[src/rtl/rst_cause_pkg.sv]
`timescale 1ns/1ps
package rst_cause_pkg;
  localparam int NUM_FLAGS = 4;
  localparam int FLG_LV    = 0;
  localparam int FLG_CM    = 1;
  localparam int FLG_POR   = 2;
  localparam int FLG_EXT   = 3;
  localparam int CODE_W    = 2;
  localparam int CODE_LSB  = 9;
  localparam int ECS_BIT   = 8;
  localparam int MEN_BIT   = 0;
  // flags that dominate, flags they suppress
  localparam logic [NUM_FLAGS-1:0] PWR_MASK  = (1 << FLG_LV) | (1 << FLG_POR);
  localparam logic [NUM_FLAGS-1:0] KILL_MASK = (1 << FLG_CM) | (1 << FLG_EXT);
endpackage

[src/rtl/rst_flag_bank.sv]
`timescale 1ns/1ps
module rst_flag_bank #(
  parameter int            NF        = 4,
  parameter logic [NF-1:0] PWR_MASK  = '0,
  parameter logic [NF-1:0] KILL_MASK = '0
) (
  input  logic          clk_i,
  input  logic          rst_ni,
  input  logic [NF-1:0] set_i,
  input  logic [NF-1:0] clr_i,
  input  logic [NF-1:0] init_i,
  output logic [NF-1:0] flag_o
);
  logic [NF-1:0] flag_q, raw, nxt;
  logic          pwr_any;

  always_comb begin
    raw     = set_i | (flag_q & ~clr_i & ~init_i);
    pwr_any = |(raw & PWR_MASK);
  end

  for (genvar i = 0; i < NF; i++) begin : g_flag
    if (KILL_MASK[i]) begin : g_kill
      assign nxt[i] = pwr_any ? 1'b0 : raw[i];
      AST_EXCL: assert property (@(posedge clk_i) disable iff (!rst_ni)
        (|(flag_o & PWR_MASK)) |-> !flag_o[i]);
    end else begin : g_keep
      assign nxt[i] = raw[i];
    end
    if (PWR_MASK[i]) begin : g_pwr
      AST_PWR_SET: assert property (@(posedge clk_i) disable iff (!rst_ni)
        set_i[i] |=> flag_o[i]);
    end
    AST_W1C: assert property (@(posedge clk_i) disable iff (!rst_ni)
      (clr_i[i] && !set_i[i]) |=> !flag_o[i]);
  end

  always_ff @(posedge clk_i or negedge rst_ni) begin
    if (!rst_ni) flag_q <= '0;
    else         flag_q <= nxt;
  end

  assign flag_o = flag_q;
endmodule

[src/rtl/strap_capture.sv]
`timescale 1ns/1ps
module strap_capture #(
  parameter int W = 2
) (
  input  logic         clk_i,
  input  logic         rst_ni,
  input  logic         cap_i,
  input  logic [W-1:0] strap_i,
  input  logic         wr_i,
  input  logic [W-1:0] wcode_i,
  output logic [W-1:0] code_o
);
  logic [W-1:0] code_q;

  always_ff @(posedge clk_i or negedge rst_ni) begin
    if (!rst_ni)    code_q <= '0;
    else if (cap_i) code_q <= strap_i;  // capture beats write
    else if (wr_i)  code_q <= wcode_i;
  end

  assign code_o = code_q;

  AST_STRAP_CAP: assert property (@(posedge clk_i) disable iff (!rst_ni)
    cap_i |=> (code_o == $past(strap_i)));
  AST_STRAP_HOLD: assert property (@(posedge clk_i) disable iff (!rst_ni)
    (!cap_i && !wr_i) |=> $stable(code_o));
endmodule

[src/rtl/cfg_bit.sv]
`timescale 1ns/1ps
module cfg_bit (
  input  logic clk_i,
  input  logic rst_ni,
  input  logic wr_i,
  input  logic wbit_i,
  output logic q_o
);
  logic q;

  always_ff @(posedge clk_i or negedge rst_ni) begin
    if (!rst_ni)   q <= 1'b0;
    else if (wr_i) q <= wbit_i;
  end

  assign q_o = q;

  AST_CFG_HOLD: assert property (@(posedge clk_i) disable iff (!rst_ni)
    !wr_i |=> $stable(q_o));
  AST_CFG_LOAD: assert property (@(posedge clk_i) disable iff (!rst_ni)
    wr_i |=> (q_o == $past(wbit_i)));
endmodule

[src/rtl/rst_cause_reg.sv]
`timescale 1ns/1ps
module rst_cause_reg
  import rst_cause_pkg::*;
#(
  parameter int DATA_W    = 16,
  parameter int ADDR_W    = 4,
  parameter int STAT_ADDR = 0,
  parameter int ENA_ADDR  = 1
) (
  input  logic              clk_i,
  input  logic              rst_ni,
  input  logic              por_pulse_i,
  input  logic              lvr_pulse_i,
  input  logic              cmr_pulse_i,
  input  logic              ext_pulse_i,
  input  logic [CODE_W-1:0] strap_i,
  input  logic              wr_en_i,
  input  logic [ADDR_W-1:0] addr_i,
  input  logic [DATA_W-1:0] wdata_i,
  output logic [DATA_W-1:0] rdata_o,
  output logic              clk_src_sel_o,
  output logic              mon_en_o
);
  localparam logic [ADDR_W-1:0] STAT_A = ADDR_W'(STAT_ADDR);
  localparam logic [ADDR_W-1:0] ENA_A  = ADDR_W'(ENA_ADDR);

  logic                 wr_stat, wr_ena, pwr_evt, cap;
  logic [NUM_FLAGS-1:0] set_v, clr_v, init_v, flags;
  logic [CODE_W-1:0]    code;
  logic [DATA_W-1:0]    stat_word, ena_word;

  assign wr_stat = wr_en_i && (addr_i == STAT_A);
  assign wr_ena  = wr_en_i && (addr_i == ENA_A);
  assign pwr_evt = por_pulse_i | lvr_pulse_i;
  assign cap     = pwr_evt | cmr_pulse_i;

  always_comb begin
    set_v          = '0;
    set_v[FLG_LV]  = lvr_pulse_i;
    set_v[FLG_CM]  = cmr_pulse_i;
    set_v[FLG_POR] = por_pulse_i;
    set_v[FLG_EXT] = ext_pulse_i;
    clr_v          = wr_stat ? wdata_i[NUM_FLAGS-1:0] : '0;
    // power events wipe monitor/power-on history before recording
    init_v          = '0;
    init_v[FLG_POR] = lvr_pulse_i;
    init_v[FLG_CM]  = pwr_evt;
    init_v[FLG_EXT] = pwr_evt;
  end

  rst_flag_bank #(
    .NF       (NUM_FLAGS),
    .PWR_MASK (PWR_MASK),
    .KILL_MASK(KILL_MASK)
  ) u_flags (
    .clk_i (clk_i),
    .rst_ni(rst_ni),
    .set_i (set_v),
    .clr_i (clr_v),
    .init_i(init_v),
    .flag_o(flags)
  );

  strap_capture #(.W(CODE_W)) u_strap (
    .clk_i  (clk_i),
    .rst_ni (rst_ni),
    .cap_i  (cap),
    .strap_i(strap_i),
    .wr_i   (wr_stat),
    .wcode_i(wdata_i[CODE_LSB +: CODE_W]),
    .code_o (code)
  );

  cfg_bit u_ecs (
    .clk_i (clk_i),
    .rst_ni(rst_ni),
    .wr_i  (wr_stat),
    .wbit_i(wdata_i[ECS_BIT]),
    .q_o   (clk_src_sel_o)
  );

  cfg_bit u_men (
    .clk_i (clk_i),
    .rst_ni(rst_ni),
    .wr_i  (wr_ena),
    .wbit_i(wdata_i[MEN_BIT]),
    .q_o   (mon_en_o)
  );

  always_comb begin
    stat_word                       = '0;
    stat_word[NUM_FLAGS-1:0]        = flags;
    stat_word[ECS_BIT]              = clk_src_sel_o;
    stat_word[CODE_LSB +: CODE_W]   = code;
    ena_word                        = '0;
    ena_word[MEN_BIT]               = mon_en_o;
    if (addr_i == STAT_A)     rdata_o = stat_word;
    else if (addr_i == ENA_A) rdata_o = ena_word;
    else                      rdata_o = '0;
  end

  AST_PWR_CLEARS_LESSER: assert property (@(posedge clk_i) disable iff (!rst_ni)
    pwr_evt |=> (!flags[FLG_CM] && !flags[FLG_EXT]));
  AST_EXT_NO_CAP: assert property (@(posedge clk_i) disable iff (!rst_ni)
    (ext_pulse_i && !cap && !wr_stat) |=> $stable(code));
  AST_LVR_CLR_POR: assert property (@(posedge clk_i) disable iff (!rst_ni)
    (lvr_pulse_i && !por_pulse_i) |=> !flags[FLG_POR]);
endmodule

[config.mk]
export PLATFORM = sky130hd
export DESIGN_NAME = rst_cause_reg
export DESIGN_NICKNAME = d
export VERILOG_FILES = /design/src/rtl/rst_cause_pkg.sv /design/src/rtl/rst_flag_bank.sv /design/src/rtl/strap_capture.sv /design/src/rtl/cfg_bit.sv /design/src/rtl/rst_cause_reg.sv
export SDC_FILE = /design/constraint.sdc
export NUM_CORES = 1
export LEC_CHECK = 0
export BUFFER_PORTS_ARGS = -buffer_cell sky130_fd_sc_hd__buf_2
export CAP_MARGIN = 30
export CORE_UTILIZATION = 35
export DETAILED_ROUTE_END_ITERATION = 16
export PLACE_DENSITY = 0.73
export SYNTH_ARGS = -nofsm -noshare
export SYNTH_HDL_FRONTEND = slang
export SYNTH_SLANG_ARGS = --single-unit
[constraint.sdc]
create_clock -name clk_i -period 1.1 [get_ports clk_i]
set_input_delay 0.22 -clock clk_i [delete_from_list [all_inputs] [get_ports clk_i]]
set_output_delay 0.22 -clock clk_i [all_outputs]
set_load 0.1 [all_outputs]
# Yosys cells after proc, flatten, opt, wreduce, memory -nomap -nowiden
# Index checks and enable logic that the tools add are counted.
dict set report word_totals {
  regBits 8
  latchBits 0
  n_memories 0
  output_inout_bits 18
  rom_bits 0
  ram_bits 0
  wordCells 24
}
dict set report classes {
  mux 7
  shifts 0
  add_sub_neg 0
  bitwise 7
  n_eq_ne 1
  n_reduce_logical 5
  n_lt_le_gt_ge 0
  div 0
  mul 0
}
# op count
set op_table {}
lappend op_table {{11-bit 2-to-1 mux} 1}
lappend op_table {{4-bit bitwise AND} 2}
lappend op_table {{4-bit inverter} 2}
lappend op_table {{4-bit by 1-bit equality test with 1-bit output, second input constant} 1}
lappend op_table {{4-bit logical NOT} 1}
lappend op_table {{2-bit 2-to-1 mux} 2}
lappend op_table {{4-bit 2-to-1 mux} 1}
lappend op_table {{4-bit OR} 1}
lappend op_table {{1-bit 2-to-1 mux} 3}
lappend op_table {{1-bit logical AND} 2}
lappend op_table {{1-bit OR} 2}
lappend op_table {{2-bit nonzero test} 1}
lappend op_table {{2-bit OR reduction} 1}

# Depth between registers and ports, before layout
# Gate-level depths: netlist of run 1.
dict set report logic_depth {
  depth_word 9
  ltp_mapped 4
  mapped_depth_nobuf 3
}

# Modules after synthesis
# A second synthesis of run 1 with hierarchy kept.
dict set report unflattened {
  hier_cells 55
  hier_area_um2 536.8
}
# module instances area_each_um2 cells_per_inst
set modules_own_cells {}
lappend modules_own_cells {rst_cause_reg 1 216.5 29}
lappend modules_own_cells {rst_flag_bank 1 152.6 14}
lappend modules_own_cells {strap_capture 1 87.6 8}
lappend modules_own_cells {cfg_bit 2 40.0 2}

# Worst setup path before layout of run 1
# Ideal clock, no wire load.
dict set report synth_path {
  path_type {input to output}
  from {input port addr_i[1]}
  to {output port rdata_o[2]}
  cell_stages 2
  n_path_buf 0
  required_ns 0.880
  setup_slack_ns -1.159
  t_arrival_ns 2.039
  cell_sequence {or4_4 nor2_1}
}
dict set report synth_between {
  elab_chain_cells 2
}
# element line
set synth_rtl {}
lappend synth_rtl {{start: declaration} rst_cause_reg.sv:18} ;# input logic [ADDR_W-1:0] addr_i,
lappend synth_rtl {{4-bit logical NOT} rst_cause_reg.sv:97} ;# if (addr_i == STAT_A) rdata_o = stat_word;
lappend synth_rtl {{11-bit 2-to-1 mux} rst_cause_reg.sv:97}
lappend synth_rtl {{end: declaration} rst_cause_reg.sv:20} ;# output logic [DATA_W-1:0] rdata_o,
# No other way between the ends.

# Final worst setup path of run 1
# Ends and elaborated chain as after synthesis.

==> out/qor.csv, run 1 <==
stage,metric,value,unit
status,status,"finished, violations left",
status,failing checks,setup timing,
power,pwr/cell area,1150,nW/um^2
logic_synthesis,"Top FF cell, synth",dfrtp_1,
worst_hold_path,Hold Startpoint,wdata_i[8],
floorplanning,core area,1350,um^2
floorplanning,io pins,47,
critical_path,"slowest stage delay, CP",0.58,ns
clock_tree,CTS H-tree lvls,1,
logic_synthesis,number of flops mapped to enable cells by yosys,0,
floorplanning,Vert. Die Dim,41.0,um
sta,Tcrit/Tclk final,131,%
sta,clock skew,0.00474,ns
routing,Initial DRT Pass Iterations,4,
routing,met1 wire length,607,um
global_route,initial antenna violation count,0,
routing,highest metal used,met4,
clock_tree,CTS tree,yes,
place,post-DP HPWL,1090,um
global_route,remaining global-route overflow,0,
critical_path,r2r setup slk,0.04,ns
routing,via count,593,
sta,Final min period,1.44,ns
global_route,GRT Util Overall,22.0,%
routing,Avg WL per Cell,14.7,um
layout,ratio of cells with drive above 1 in the final layout,56.9,%
global_route,largest net degree at the start of global routing,11,
routing,drt drc,0,
logic_synthesis,Synth cell types,21,
critical_path,CP top delay family,simple AND/OR/NAND/NOR gates,
sta,RSZ-0062 raised after global routing,true,
critical_path,Crit. End Element,output pin,
logic_synthesis,Cells after Synth,63,
routing,vias per cell,5.07,
logic_synthesis,Synth Cell Area,532,um^2
clock_tree,Num CTS Buffers,3,
layout,diodes inserted,0,
floorplanning,Die ar.,1680,um^2
critical_path,CP max stage cell,or4_4,
sta,fmax,696,MHz
place,GP Congestion,0.814,
sta,Setup WS post-layout,-0.337,ns
routing,met2 WL,906,um
critical_path,Crit path buffers/inverters,2,
place,Port Buffer Count,28,
routing,WL final,1720,um
logic_synthesis,"Seq/Total Area, Yosys",37.6,%
layout,Fill cells,100,
power,Leak,0.453,nW
layout,"Area growth, synth to finish",90.4,%
clock_tree,Max Root-Sink Buffers,2,
global_route,first-pass GRT wire length,2240,um
floorplanning,initial core utilization,39.4,%
logic_synthesis,"Async S/R FF share, synth",100,%
critical_path,WP data arrival,1.22,ns
clock_tree,clock slew at reported path FFs,0.06,ns
critical_path,Critical Path Source Type,primary input,
critical_path,crit path kind,in2out,
layout,fin nets,132,
clock_tree,Clock Tree Root,clkbuf_4,
floorplanning,Rows,13,
sta,setup TNS,-2.19,ns
critical_path,worst reg2reg path depth,3,
critical_path,R2R Path Start,u_flags.flag_o[0],
routing,Antenna Violating Nets Remaining,0,
logic_synthesis,Avg Synthesized Cell Area,8.44,um^2
clock_tree,worst skew pair latency,0.26,ns
worst_hold_path,HP Class,in2reg,
clock_tree,clock sink count,8,
critical_path,RR Endpoint,u_flags.flag_o[3],
logic_synthesis,Yosys reg bits,8,
flow_run,maxcap violations,0,
floorplanning,Horiz. Die Dim,41.0,um
critical_path,crit-path cells,"buf_8, or4_4, nor2_4, buf_12",
routing,WL met3,126,um
worst_hold_path,WHS Endpoint,u_ecs.q_o,
critical_path,critical path data required time,0.88,ns
sta,"Hold Violations, Final",0,
routing,DRT iter0 DRCs,18,
global_route,vias in the first global route,496,
critical_path,Crit Path Max Fanout,4,
sta,Final Setup Violations,14,
power,total power,1.17,mW
logic_synthesis,Syn. warnings,0,
worst_hold_path,WHS Path Cells,3,
sta,max-slew violations,0,
power,Max rail drop VDD,0.000956,V
==> synth_stat cells, types with 2 or more instances <==
cell type  number  area (um^2)
a211oi_1        2         15.0
a31oi_1         2         12.5
and2_1          5         31.3
buf_4          10         75.1
dfrtp_1         8          200
inv_1           4         15.0
nand2_1         5         18.8
nand3_1         6         30.0
nor2_1          4         15.0
nor3_1          3         15.0
o211ai_1        2         15.0
o21ai_0         3         15.0
==> how the worst max path moves through the flow <==
stage | from | end | slack [ns] | depth (start not counted)
floorplan | addr_i[1] | rdata_o[2] | -0.39 | 2
global placement | addr_i[1] | rdata_o[2] | -0.36 | 4
detailed placement | addr_i[1] | rdata_o[2] | -0.37 | 4
CTS | addr_i[2] | rdata_o[2] | -0.35 | 4
global route | addr_i[1] | rdata_o[2] | -0.35 | 4
finish | addr_i[1] | rdata_o[2] | -0.34 | 4
==> tightest hold or removal path, cell delays in order <==
cell	delay [ns]
buf_2	0.08
nand3_1	0.06
nand2_1	0.05
==> sequential cells by signal, indices dropped and copies added, names as in the netlist <==
signal	cells
u_ecs.q_o	1
u_flags.flag_o	4
u_men.q_o	1
u_strap.code_o	2
==> routing by layer <==
metal | track usage [%] | vias to the layer above
met5 | 0 | -
met4 | 15.0 | 0
li1 | - | 280
met3 | 5.43 | 8
met2 | 36.3 | 33
met1 | 24.4 | 272
==> cell usage in the layout, fill, tap and decap left out, drive strengths merged <==
cell,netlist,final
and2,5,5
nand2,5,5
mux2,1,1
dfrtp,8,8
or4,1,1
a41oi,1,1
o21ai,3,3
a311oi,1,1
o211ai,2,2
clkbuf,1,4
a211oi,2,2
a31oi,2,2
conb,1,9
nor3,3,3
nor2,4,4
nor4,1,1
or2,1,1
nand3,6,6
buf,10,37
a21o,1,1
inv,4,4
dlygate4sd3,0,1
==> cells by family after synthesis <==
| family | after synthesis | share of synthesized area (%) |
|---|---|---|
| other | 1 | 0.705 |
| AND/OR/NAND/NOR | 26 | 26.4 |
| buffers and inverters | 15 | 17.6 |
| multiplexers | 1 | 2.12 |
| flip-flops | 8 | 37.6 |
| AO/OA/AOI/OAI | 12 | 15.5 |
==> area by class of cell <==
cell class,count,area [um^2],area share (%)
multi-input cells,48,353,34.9
flip-flops and latches,8,208,20.5
well taps,15,18.8,1.85
clock buffers,4,26.3,2.60
inverters,4,15.0,1.48
repair buffers,38,392,38.7
==> per-stage QoR <==
| stage | hold slack, ns | cell area [um^2] | utilization [%] | setup WS [ns] | cells |
|---|---|---|---|---|---|
| floorplan | -0.0756 | 634 | - | -0.393 | 71 |
| global placement | 0.0745 | 907 | 67.2 | -0.362 | 109 |
| detailed placement | 0.0790 | 907 | 67.2 | -0.367 | 109 |
| CTS | 0.171 | 995 | 73.7 | -0.352 | 116 |
| global route | 0.213 | 1010 | 75.0 | -0.348 | 117 |
| finish | 0.182 | 1010 | 75.0 | -0.337 | 117 |
==> power by group <==
group | switching, mW | internal [mW] | total (mW)
clock | 0.117 | 0.140 | 0.257
sequential | 0.0298 | 0.330 | 0.360
combinational | 0.380 | 0.169 | 0.549
==> repair_timing <==
action,in CTS,in global routing
hold endpoints to repair,8,0
setup endpoints to repair,10,12
setup buffers,2,1
cloned,0,0
resized for setup,10,4
hold buffers,1,0
pin swaps,3,3
Power figures use the tool's default switching activity.
==> run 2, diff against run 1 <==
- CORE_UTILIZATION: 35 -> 30
- PLACE_DENSITY: 0.73 -> 0.74
==> run 2 against run 1 <==
Against the previous run:
- the flow still finishes with violations (setup timing)
- routed wire length increased by 19%
- die area increased by 16%
- cell area increased by 9.8%
- sequential cell count unchanged
- cell count increased by 5.1%
- clock skew increased by 0.0058 ns
- largest cell class unchanged
- critical path type unchanged
- worst setup slack improved by 0.037 ns
- total power increased by 0.82%
- first-iteration DRC count decreased by 72%
- clock-buffer cell count decreased by 1
==> out/qor.csv, run 2 (synthesized netlist as in run 1, its figures left out) <==
stage,metric,value,unit,change
power,pwr/cell area,1060,nW/um^2,-8.2%
critical_path,CP max stage cell,or4_4,,
critical_path,worst reg2reg path depth,3,,unchanged
floorplanning,Rows,14,,+1
critical_path,Critical Path Start,addr_i[1],,
floorplanning,Die ar.,1940,um^2,+16%
critical_path,Crit. End Element,output pin,,
layout,fin util,70.5,%,-4.5 points
worst_hold_path,HP Class,in2reg,,
sta,RSZ-0062 raised after global routing,true,,
floorplanning,Horiz. Die Dim,44.1,um,+7.6%
routing,WL final,2040,um,+19%
global_route,GR Util met1,24.9,%,+0.52 points
critical_path,RR Endpoint,u_flags.flag_o[3],,
power,Max rail drop VDD,0.000878,V,-8.1%
place,Port Buffer Count,28,,unchanged
clock_tree,Num CTS Buffers,3,,unchanged
sta,setup TNS,-2.41,ns,-0.219 ns
sta,max-slew violations,0,,unchanged
routing,DRT iter0 DRCs,5,,-13
place,post-DP HPWL,1130,um,+3.6%
critical_path,crit path kind,in2out,,
sta,Tcrit/Tclk final,127,%,-3.4 points
global_route,largest net degree at the start of global routing,9,,-2
clock_tree,clock slew at reported path FFs,0.05,ns,about the same
layout,max reg flops,4,,unchanged
global_route,met2 usage,39.7,%,+3.4 points
clock_tree,Clock Tree Root,clkbuf_4,,
floorplanning,initial core utilization,33.7,%,-5.7 points
routing,Avg WL per Cell,16.6,um,+13%
critical_path,R2R Path Start,u_flags.flag_o[0],,
global_route,vias in the first global route,705,,+42%
global_route,busiest grt layer,met2,,
place,DP Worst Slack,-0.363,ns,+0.00369 ns
status,failing checks,setup timing,,
critical_path,crit-path cells,"buf_8, or4_4, nor2_4, buf_12",,
layout,Fill cells,120,,+20%
layout,ratio of cells with drive above 1 in the final layout,65.4,%,+8.6 points
routing,Initial DRT Pass Iterations,6,,+2
global_route,M3 GR Usage,4.08,%,-1.4 points
global_route,first-pass GRT wire length,3210,um,+43%
sta,"Hold Violations, Final",0,,unchanged
status,status,"finished, violations left",,
sta,Setup WS post-layout,-0.300,ns,+0.0372 ns
power,Leak,0.489,nW,+8.1%
routing,drt drc,0,,unchanged
sta,clock skew,0.0105,ns,+0.00577 ns
flow_run,maxcap violations,0,,unchanged
layout,diodes inserted,0,,unchanged
clock_tree,CTS H-tree lvls,1,,unchanged
layout,"commonest cells after routing, fill and taps aside","buf_2, conb_1, buf_4, buf_12",,
sta,Final min period,1.40,ns,-0.0372 ns
critical_path,r2r setup slk,-0.02,ns,-0.06 ns
critical_path,critical path data required time,0.88,ns,about the same
global_route,GRT Util Overall,23.9,%,+1.9 points
sta,fmax,714,MHz,+2.7%
floorplanning,core area,1580,um^2,+17%
critical_path,worst setup path end,rdata_o[2],,
layout,"most common cell after layout, fill and taps aside",buf_2,,
critical_path,WP data arrival,1.18,ns,-0.04 ns
routing,Antenna Violating Nets Remaining,0,,unchanged
layout,area of the multi-input gates,405,um^2,+15%
layout,"Design Area, Final",1110,um^2,+9.8%
sta,Final Setup Violations,15,,+1
layout,"Area growth, synth to finish",109,%,
layout,fin nets,138,,+4.5%
place,placed inst area,903,um^2,-0.41%
routing,via count,645,,+8.8%
place,GP Congestion,0.787,,-3.3%
global_route,initial antenna violation count,0,,unchanged
critical_path,"slowest stage delay, CP",0.56,ns,-0.02 ns
routing,vias per cell,5.24,,+3.5%
clock_tree,worst skew pair latency,0.26,ns,about the same
floorplanning,io pins,47,,unchanged
global_route,remaining global-route overflow,0,,unchanged
critical_path,Critical Path Source Type,primary input,,
clock_tree,CTS tree,yes,,
layout,storage element area,208,um^2,unchanged
clock_tree,Max Root-Sink Buffers,2,,unchanged
critical_path,Crit Path Max Fanout,3,,-1
floorplanning,Vert. Die Dim,44.1,um,+7.6%
clock_tree,clock sink count,8,,unchanged
-- run 2: worst min-delay path by stage --
stage	slack, ns	to	from	cells past startpoint
6_report	0.20	u_ecs.q_o	wdata_i[8]	3
5_1_grt	0.22	u_ecs.q_o	wdata_i[8]	3
4_1_cts	0.19	u_ecs.q_o	wdata_i[8]	3
3_5_place_dp	0.08	u_flags.flag_o[2]	rst_ni	1
3_3_place_gp	0.07	u_flags.flag_o[2]	rst_ni	1
2_1_floorplan	-0.08	u_flags.flag_o[0]	rst_ni	0
-- run 2: layer usage --
metal  vias to the layer above  share of wire, %
li1                        293                 -
met5                         -                 0
met4                         0               7.4
met1                       296                36
met2                        42                51
met3                        14               5.8
-- run 2: cell type report --
cell class | instances | share of cell area [%]
flip-flops and latches | 8 | 18.7
clock buffers | 3 | 2.03
multi-input cells | 48 | 36.5
well taps | 16 | 1.80
inverters | 4 | 1.35
repair buffers | 44 | 39.6
-- run 2: what timing repair did --
item,4_1_cts,5_1_grt
setup endpoints to repair,11,16
endpoints found under the hold margin,8,0
hold buffers,1,0
buffers inserted,6,1
pin swaps,8,4
gates cloned,1,0
gates resized for setup,21,7
-- run 2: per-stage QoR --
step	cells	hold slack [ns]	total power [mW]
after floorplan	71	-0.0756	0.731
after global placement	111	0.0726	0.877
after detailed placement	111	0.0756	0.886
after CTS	122	0.188	1.15
after global routing	123	0.220	1.22
final	123	0.196	1.17
-- run 2: power breakdown --
part | internal (mW) | switching (mW) | leakage (nW)
sequential | 0.330 | 0.0317 | 0.0930
clock | 0.125 | 0.107 | 0.0138
combinational | 0.182 | 0.399 | 0.382
-- run 2: worst max-delay path: cells and delay by family --
family	cells	cell delay, ns
buf+inv	2	0.28
simple gates	2	0.68
